File: config.mk
export PLATFORM = sky130hd
export DESIGN_NAME = pixel_unpacker
export DESIGN_NICKNAME = d
export VERILOG_FILES = /design/src/rtl/pxu_pkg.sv /design/src/rtl/pxu_gather.sv /design/src/rtl/pxu_line.sv /design/src/rtl/pxu_format.sv /design/src/rtl/pixel_unpacker.sv
export SDC_FILE = /design/constraint.sdc
export NUM_CORES = 1
export LEC_CHECK = 0
export BUFFER_PORTS_ARGS = -buffer_cell sky130_fd_sc_hd__buf_4
export CAP_MARGIN = 20
export CORE_ASPECT_RATIO = 1.75
export CORE_MARGIN = 3
export CORE_UTILIZATION = 53
export CTS_CLUSTER_SIZE = 10
export DETAILED_ROUTE_END_ITERATION = 8
export PLACE_DENSITY_LB_ADDON = 0.1
export SYNTH_ARGS = -nofsm -noshare
export SYNTH_HDL_FRONTEND = slang
export SYNTH_HIERARCHICAL = 1
export SYNTH_SLANG_ARGS = --single-unit
export TNS_END_PERCENT = 100
File: constraint.sdc
create_clock -name clk -period 5.05 [get_ports clk]
set_input_delay 0.505 -clock clk [delete_from_list [all_inputs] [get_ports clk]]
set_output_delay 0.505 -clock clk [all_outputs]
set_load 0.05 [all_outputs]
File: src/rtl/pxu_pkg.sv
package pxu_pkg;

    localparam logic [2:0] DEP_8  = 3'd2;
    localparam logic [2:0] DEP_16 = 3'd4;
    localparam logic [2:0] DEP_24 = 3'd6;
    localparam logic [2:0] DEP_32 = 3'd7;

    localparam logic [2:0] COL_PALETTE = 3'd0;

    localparam int WORD_BYTES = 4;

    typedef struct packed {
        logic [7:0]  idx;
        logic [23:0] rgb;
    } pix_t;

    // bytes consumed per pixel; 0 marks an unsupported depth
    function automatic logic [2:0] px_bytes(input logic [2:0] depth);
        case (depth)
            DEP_8:   return 3'd1;
            DEP_16:  return 3'd2;
            DEP_24:  return 3'd3;
            DEP_32:  return 3'd4;
            default: return 3'd0;
        endcase
    endfunction

    function automatic logic [7:0] widen5(input logic [4:0] c);
        return {c, c[4:2]};
    endfunction

    function automatic logic [7:0] widen6(input logic [5:0] c);
        return {c, c[5:4]};
    endfunction

endpackage

File: src/rtl/pxu_gather.sv
module pxu_gather
    import pxu_pkg::*;
#(
    parameter int BUF_BYTES = 8
) (
    input  logic        clk,
    input  logic        rst,
    input  logic        flush,
    input  logic [2:0]  bpb,
    input  logic        in_valid,
    input  logic [31:0] in_data,
    output logic        in_ready,
    output logic        emit,
    output logic [23:0] head
);
    localparam int CNT_W = $clog2(BUF_BYTES + 1);
    localparam int BUF_W = BUF_BYTES * 8;
    localparam int SH_W  = CNT_W + 3;

    logic [BUF_W-1:0] store_q, store_n, shifted, incoming;
    logic [CNT_W-1:0] cnt_q, cnt_n, take, rem;
    logic             accept;

    always_comb begin
        emit     = !flush && (bpb != 3'd0) && (cnt_q >= CNT_W'(bpb));
        take     = emit ? CNT_W'(bpb) : '0;
        rem      = cnt_q - take;
        in_ready = flush || (rem <= CNT_W'(BUF_BYTES - WORD_BYTES));
        accept   = in_valid && in_ready;
        shifted  = store_q >> SH_W'({take, 3'b000});
        incoming = BUF_W'(in_data) << SH_W'({rem, 3'b000});
        store_n  = accept ? (shifted | incoming) : shifted;
        cnt_n    = rem + (accept ? CNT_W'(WORD_BYTES) : '0);
    end

    always_ff @(posedge clk) begin
        if (rst || flush) begin
            store_q <= '0;
            cnt_q   <= '0;
        end else begin
            store_q <= store_n;
            cnt_q   <= cnt_n;
        end
    end

    assign head = store_q[23:0];


    buf_fill_chk: assert property (@(posedge clk) disable iff (rst)
        cnt_q <= CNT_W'(BUF_BYTES));


    accept_fill_chk: assert property (@(posedge clk) disable iff (rst)
        (accept && !flush) |=> (cnt_q >= CNT_W'(WORD_BYTES)));

endmodule

File: src/rtl/pxu_line.sv
module pxu_line #(
    parameter int LW_W = 10
) (
    input  logic            clk,
    input  logic            rst,
    input  logic            clr,
    input  logic            step,
    input  logic [2:0]      bpb,
    input  logic [LW_W-1:0] line_words,
    output logic            eol
);
    localparam int LB_W = LW_W + 3;

    logic [LB_W-1:0] pos_q, nxt, line_bytes;

    always_comb begin
        line_bytes = LB_W'({line_words, 2'b00}) + LB_W'(4);
        nxt        = pos_q + LB_W'(bpb);
        eol        = step && (nxt >= line_bytes);
    end

    always_ff @(posedge clk) begin
        if (rst || clr)
            pos_q <= '0;
        else if (step)
            pos_q <= eol ? '0 : nxt;
    end


    line_pos_chk: assert property (@(posedge clk) disable iff (rst)
        pos_q < line_bytes);

endmodule

File: src/rtl/pxu_format.sv
module pxu_format
    import pxu_pkg::*;
(
    input  logic [23:0] raw,
    input  logic [2:0]  depth,
    input  logic [2:0]  colour,
    input  logic        narrow,
    output pix_t        pix
);
    logic [23:0] full;

    always_comb begin
        case (depth)
            DEP_8:   full = {raw[7:0], raw[7:0], raw[7:0]};
            DEP_16:  full = {widen5(raw[15:11]), widen6(raw[10:5]), widen5(raw[4:0])};
            default: full = raw;
        endcase
        if (colour == COL_PALETTE)
            full = '0;
        if (narrow)
            full = full & 24'hFCFCFC;
        pix.idx = raw[7:0];
        pix.rgb = full;
    end

endmodule

File: src/rtl/pixel_unpacker.sv
module pixel_unpacker
    import pxu_pkg::*;
#(
    parameter int LW_W      = 10,
    parameter int BUF_BYTES = 8
) (
    input  logic            clk,
    input  logic            rst,
    input  logic [2:0]      cfg_depth,
    input  logic [2:0]      cfg_colour,
    input  logic            cfg_narrow,
    input  logic [LW_W-1:0] cfg_line_words,
    input  logic            in_valid,
    input  logic [31:0]     in_data,
    output logic            in_ready,
    output logic            px_valid,
    output logic [7:0]      px_index,
    output logic [23:0]     px_rgb,
    output logic            px_eol,
    output logic            cfg_err
);
    logic [2:0]  bpb;
    logic        bad, emit, line_end;
    logic [23:0] head;
    pix_t        fmt;

    assign bpb = px_bytes(cfg_depth);
    assign bad = (bpb == 3'd0);

    pxu_gather #(.BUF_BYTES(BUF_BYTES)) u_gather (
        .clk(clk), .rst(rst), .flush(bad), .bpb(bpb),
        .in_valid(in_valid), .in_data(in_data), .in_ready(in_ready),
        .emit(emit), .head(head)
    );

    pxu_line #(.LW_W(LW_W)) u_line (
        .clk(clk), .rst(rst), .clr(bad), .step(emit), .bpb(bpb),
        .line_words(cfg_line_words), .eol(line_end)
    );

    pxu_format u_format (
        .raw(head), .depth(cfg_depth), .colour(cfg_colour),
        .narrow(cfg_narrow), .pix(fmt)
    );

    always_ff @(posedge clk) begin
        if (rst) begin
            px_valid <= 1'b0;
            px_eol   <= 1'b0;
            px_index <= '0;
            px_rgb   <= '0;
            cfg_err  <= 1'b0;
        end else begin
            px_valid <= emit;
            px_eol   <= emit && line_end;
            cfg_err  <= bad;
            if (emit) begin
                px_index <= fmt.idx;
                px_rgb   <= fmt.rgb;
            end
        end
    end


    err_silent_chk: assert property (@(posedge clk) disable iff (rst)
        bad |=> !px_valid);


    narrow_chk: assert property (@(posedge clk) disable iff (rst)
        (px_valid && $past(cfg_narrow)) |->
            (px_rgb[1:0] == 2'b00 && px_rgb[9:8] == 2'b00 && px_rgb[17:16] == 2'b00));


    palette_chk: assert property (@(posedge clk) disable iff (rst)
        (px_valid && $past(cfg_colour) == 3'd0) |-> (px_rgb == 24'h0));

endmodule

==> results of run 1 <==
## per-stage QoR
| step | total power [µW] | hold WS (ns) |
|---|---|---|
| after floorplan | 1915 | 0.4491 |
| after global placement | 2154 | 0.4644 |
| after detailed placement | 2160 | 0.4737 |
| after CTS | 3419 | 0.3682 |
| after global routing | 3588 | 0.3850 |
| final | 3424 | 0.3888 |
## cell type report
type	instances	area share [%]
inverter	29	1.104
timing repair buffer	112	8.527
multi-input combinational	842	57.80
tap	220	2.792
clock inverter	14	1.776
clock buffer	18	4.454
sequential	116	23.55
## sequential cells by signal, indices dropped and copies added, names as in the netlist
signal            cells
px_index              8
px_rgb               24
px_valid              1
u_gather/cnt_q        4
cfg_err               1
px_eol                1
u_line/pos_q         13
u_gather/store_q     64
## kinds of logic after synthesis
kind of cell / synth area share (%)
xor gates and xnor gates: 2.672
DFF: 26.37
AOI/OAI and AO/OA: 25.55
and+or+nand+nor: 21.73
buffers and inverters: 9.081
adders and majority gates: 3.581
muxes: 11.01
## worst max path at each step
stage	to	slack, ns	cells after the start
2_1_floorplan	u_gather/cnt_q[2]	0.79	16
3_3_place_gp	u_gather/store_q[12]	0.64	16
3_5_place_dp	u_gather/store_q[12]	0.61	16
4_1_cts	in_ready	0.79	14
5_1_grt	in_ready	0.56	15
6_report	in_ready	0.75	15
## power by group through the flow
stage | clock network [µW] | logic, µW | registers, µW
after floorplan | 0 | 832 | 1080
after global placement | 0 | 1060 | 1100
after detailed placement | 0 | 1060 | 1100
after CTS | 1270 | 1070 | 1080
after global routing | 1320 | 1180 | 1090
final | 1250 | 1090 | 1080
## worst reg2reg max path, cell delays in order, from the launching register on
cell	delay, ns
dfxtp_1	0.36
ha_1	0.33
nand2_1	0.09
o21ai_2	0.17
buf_4	0.38
nand2_1	0.17
fa_1	0.45
xnor2_2	0.16
buf_4	0.37
inv_2	0.07
a2111o_1	0.42
nand2_2	0.35
nand2_2	0.18
o221ai_1	0.22
## routing by layer
| metal | wire (µm) | global-route usage, % | vias to the layer above |
|---|---|---|---|
| li1 | - | - | 4115 |
| met5 | 0 | 0 | - |
| met2 | 13640 | 51.01 | 445 |
| met3 | 1713 | 4.270 | 106 |
| met4 | 1245 | 14.32 | 0 |
| met1 | 10430 | 35.64 | 4002 |
## layout by cell type (no fill, tap or decap), types with 22 or more instances in the layout
cell and count:
inv_1 27, mux2i_1 71, o22ai_1 25, buf_4 112, nand3_1 39, a21oi_1 76
o221ai_1 34, nor3_1 41, mux2_2 23, nor2_1 82, nand2_1 89, o21ai_0 48
dfxtp_1 116, ha_1 22, o211ai_1 31
==> flow_summary.json, run 1 <==
{
  "outcome": "finished clean",
  "start_util_pct": 54.67,
  "synth_seq_cells": 116,
  "vias": 8668,
  "yosys.area.top_type": "dfxtp_1",
  "power_frac_comb_pct": 31.7,
  "ys_seq_area_share_pct": 26.37,
  "ys_async_sr_fraction_pct": 0,
  "synthToLayoutAreaGrowth_pct": 11.99,
  "antenna_found_initial": 0,
  "cp_cell_sequence": "buf_4 > nor2b_2 > buf_4 > a21oi_1 > buf_4 > nor2b_1 > buf_4 > nand2_1 > ha_1 > a21oi_1 > a21boi_0 > nor2b_1 > buf_4 > a21o_1 > buf_4",
  "fin_tns_setup_ns": 0,
  "cts_buffers": 17,
  "syn-cell-area_um2": 8805,
  "timing.critical_path.from": "cfg_depth[2]",
  "die_h_um": 176.5,
  "rsz0062_at_grt": "false",
  "ys.flop_type": "dfxtp_1",
  "drv_slew": 0,
  "layout.nets": 1194,
  "clock_sinks": 116,
  "antenna_cells": 0,
  "ios": 88,
  "multiInputGateArea_um2": 5699,
  "cp_data_arrival_time_ns": 3.80,
  "synth.avg_cell_area_um2": 7.975,
  "finalNonFillerCells": 1351,
  "power_density_nw_per_um2": 347.2,
  "routedWlPerCell_um": 20.00,
  "p_int_uw": 2163,
  "worst_path_dominant_cell_family": "buffers and inverters",
  "netSwitchingFraction_pct": 36.82,
  "yosys-top-cells-count": "116 x dfxtp_1, 89 x nand2_1, 82 x nor2_1, 76 x a21oi_1, 71 x mux2i_1",
  "port_buffers": 87,
  "vias_per_cell": 6.416,
  "grt_max_degree": 51,
  "cts-root-buf": "clkbuf_16",
  "dp.cells": 1319,
  "post-cts-setup-buffer-count": 0,
  "worstPathMaxFanout": 39,
  "critPathLaunchType": "primary input",
  "whs_path_depth": 3,
  "leakage_uw": 0.003720,
  "drtAntennaViolNets": 0,
  "r2r-end": "u_gather/store_q[12]",
  "postSynthNetCount": 1180,
  "reg2reg_slack_ns": 1.23,
  "final_cell_area_um2": 9861,
  "crit_path_top_delay_cell": "ha_1",
  "seq_area_um2": 2322,
  "path_buf_inv": 6,
  "cpPeakStageDelay_ns": 0.37,
  "first_global_vias": 8268,
  "seqPwrFrac_pct": 31.7,
  "layout_setup_ws_ns": 0.7458,
  "worstMarginPinSlew_ns": 1.112,
  "maxCapViolCount": 0,
  "synth_cell_types": 78,
  "hold_buffers": 0,
  "rr_worst_depth": 13,
  "wl_um": 27020,
  "die_x_um": 103.4,
  "reg2reg_from": "u_gather/cnt_q[2]",
  "grt_use_total_pct": 29.81,
  "clock_path_buffers": 2,
  "p_clk_share_pct": 36.6,
  "endpoint_kind": "output pin",
  "setup_viol_count_final": 0,
  "slew_headroom_pct": 25.28,
  "route.detailed.drc": 0,
  "cpMostUsedCell": "buf_4",
  "power_switching_uw": 1261,
  "die-area_um2": 18260,
  "synth_edf_count": 0,
  "peakVddDrop_uv": 204.6,
  "finalHoldViolCount": 0,
  "synth_cells": 1104,
  "grt_pass1_wl_um": 43040,
  "hold_path_class": "primary input to flop",
  "fill_cells": 1481,
  "crit_type": "primary input to output pin",
  "gp_congestion": 0.9703,
  "whs_endpoint": "u_gather/store_q[5]",
  "dpl.hpwl_um": 19750,
  "post_dp_cell_area_um2": 9246,
  "synth_warnings": 6,
  "clk_pin_slew_ns": 0.05,
  "grt_overflow": 0,
  "rows": 61,
  "core_um2": 16100,
  "fin_crit_sh_pct": 85.23,
  "cts_tree": "built",
  "clk_latency_ns": 0.42,
  "worstPathRequired_ns": 4.55,
  "utilization_pct": 61.23,
  "hold_start": "in_data[5]",
  "synthTopCellsByArea": "dfxtp_1 26%, mux2i_1 8.1%, a21oi_1 4.3%",
  "clock.fmax_ghz": 0.2323,
  "yosysMostFrequentCell": "dfxtp_1",
  "drtIter0Drc": 846,
  "period_needed_ns": 4.304,
  "dr.pass1.iters": 6,
  "fin_skew_ns": 0.009894,
  "dp_slack_ns": 0.6059,
  "cts_htree_levels": 4,
  "drive_gt1_share_pct": 18.04,
  "cts_resized": 0,
  "yosysTopAreaCellShare_pct": 26.37
}
No activity file was read; power rests on OpenSTA's default activity.
==> run 2: changes to the inputs <==
REMOVE_ABC_BUFFERS = 1   (was default)
==> flow_summary.json, run 2 (same netlist as run 1, synthesis figures left out) <==
{
  "outcome": "finished clean",
  "crit_type": "primary input to output pin",
  "worst_path_dominant_cell_family": "buffers and inverters",
  "clk_pin_slew_ns": 0.06,
  "setup_viol_count_final": 0,
  "cts_tree": "built",
  "rsz0062_at_grt": "false",
  "cts_resized": 0,
  "drtIter0Drc": 724,
  "grt_pass1_wl_um": 41790,
  "vias": 8559,
  "drv_slew": 0,
  "routedWlPerCell_um": 19.71,
  "clock_sinks": 116,
  "port_buffers": 87,
  "rr_worst_depth": 12,
  "post-cts-setup-buffer-count": 0,
  "die-area_um2": 18260,
  "wl_um": 26620,
  "maxCapViolCount": 0,
  "clk_latency_ns": 0.42,
  "worstMarginPinSlew_ns": 1.048,
  "cpPeakStageDelay_ns": 0.45,
  "antenna_found_initial": 0,
  "layout.nets": 1194,
  "slew_headroom_pct": 29.56,
  "die_h_um": 176.5,
  "timing.hold.ws_ns": 0.4257,
  "dpl.hpwl_um": 19820,
  "final_common_cell": "dfxtp_1",
  "grt_max_degree": 50,
  "ios": 88,
  "gp_congestion": 0.9577,
  "path_buf_inv": 5,
  "whs_path_depth": 3,
  "dr.pass1.iters": 6,
  "finalHoldViolCount": 0,
  "rows": 61,
  "reg2reg_slack_ns": 1.31,
  "hold_buffers": 0,
  "drive_gt1_share_pct": 18.04,
  "worstPathRequired_ns": 4.55,
  "crit_cells": 14,
  "route.detailed.drc": 0,
  "period_needed_ns": 4.319,
  "final_cell_area_um2": 9864,
  "largest_register_ffs": 64,
  "cp_cell_sequence": "buf_4 > and3_1 > inv_1 > ha_1 > nand2_1 > o21ai_2 > buf_4 > nand2_1 > fa_1 > xnor2_2 > buf_4 > or2_2 > a21o_1 > buf_4",
  "hold_path_class": "primary input to flop",
  "mostFrequentLayoutCells": "116 x dfxtp_1, 112 x buf_4, 89 x nand2_1",
  "leakage_uw": 0.003720,
  "cts_htree_levels": 4,
  "largest-register": "u_gather/store_q",
  "cp_data_arrival_time_ns": 3.81,
  "first_global_vias": 8195,
  "start_util_pct": 54.67,
  "cts-root-buf": "clkbuf_16",
  "synthToLayoutAreaGrowth_pct": 12.04,
  "crit_path_top_delay_cell": "fa_1",
  "gr-usage-met1_pct": 34.25,
  "clock.fmax_ghz": 0.2315,
  "grt_overflow": 0,
  "drtAntennaViolNets": 0,
  "power_density_nw_per_um2": 348.3,
  "peakVddDrop_uv": 189.3,
  "fin_crit_sh_pct": 85.53,
  "worstPathMaxFanout": 39,
  "critPathLaunchType": "primary input",
  "cts_buffers": 17,
  "vias_per_cell": 6.335,
  "top_usage_layer": "met2",
  "fin_tns_setup_ns": 0,
  "use_met2_pct": 49.60,
  "cpMostUsedCell": "buf_4",
  "grt_use_total_pct": 28.96,
  "fin_skew_ns": 0.006580,
  "die_x_um": 103.4,
  "grt_util_met3_pct": 4.033,
  "core_um2": 16100,
  "antenna_cells": 0,
  "post_dp_cell_area_um2": 9246,
  "reg_top3": "u_gather/store_q x64, px_rgb x24, u_line/pos_q x13",
  "clock_path_buffers": 2,
  "endpoint_kind": "output pin"
}
-- run 2: cell count changes in the layout (fill, tap and decap cells not counted) --
cell	change
clkinv_2	-1
inv_6	-2
clkinv_4	+3
-- run 2: final timing paths --
kind / from / endpoint
worst max-delay path: cfg_depth[2] / in_ready
worst min-delay path: in_data[6] / u_gather/store_q[6]
worst max register to register: u_gather/cnt_q[2] / u_gather/store_q[47]
worst min register to register: u_line/pos_q[0] / u_line/pos_q[0]
-- run 2: report_power, final --
| part | switching [µW] | internal [µW] |
|---|---|---|
| combinational | 700 | 384 |
| clock | 475 | 794 |
| sequential | 96.9 | 986 |
| total | 1270 | 2160 |
-- run 2: stage by stage --
step | util [%] | total power (µW) | worst slack [ns] | std cells
after floorplan | - | 1785 | -2.567 | 987
after global placement | 57.42 | 2154 | 0.7101 | 1319
after detailed placement | 57.42 | 2160 | 0.6581 | 1319
after CTS | 61.25 | 3431 | 0.7486 | 1351
after global routing | 61.25 | 3576 | 0.5254 | 1351
final | 61.25 | 3436 | 0.7306 | 1351
-- run 2: worst reg2reg max path, delay by kind of cell, from the launching register on --
kind	cells	cell delay [ns]
adder cells (fa/ha/maj)	2	0.90
AO/OA/AOI/OAI	3	0.53
buffers and inverters	4	1.08
AND/OR/NAND/NOR	3	0.79
flip-flops	1	0.36
-- run 2: area by class of cell --
| cell class | count | area [µm²] |
|---|---|---|
| Clock inverter | 14 | 178.9 |
| Tap cell | 220 | 275.3 |
| Sequential cell | 116 | 2322 |
| Inverter | 29 | 108.9 |
| Clock buffer | 18 | 439.2 |
| Fill cell | 1476 | 6240 |
| Timing Repair Buffer | 112 | 840.8 |
| Multi-Input combinational cell | 842 | 5699 |
-- run 2: layer usage --
metal  wire length [µm]  up-vias
li1                   -     4121
met1              10430     3958
met2              13540      390
met3               1497       90
met4               1155        0
met5                  0        -
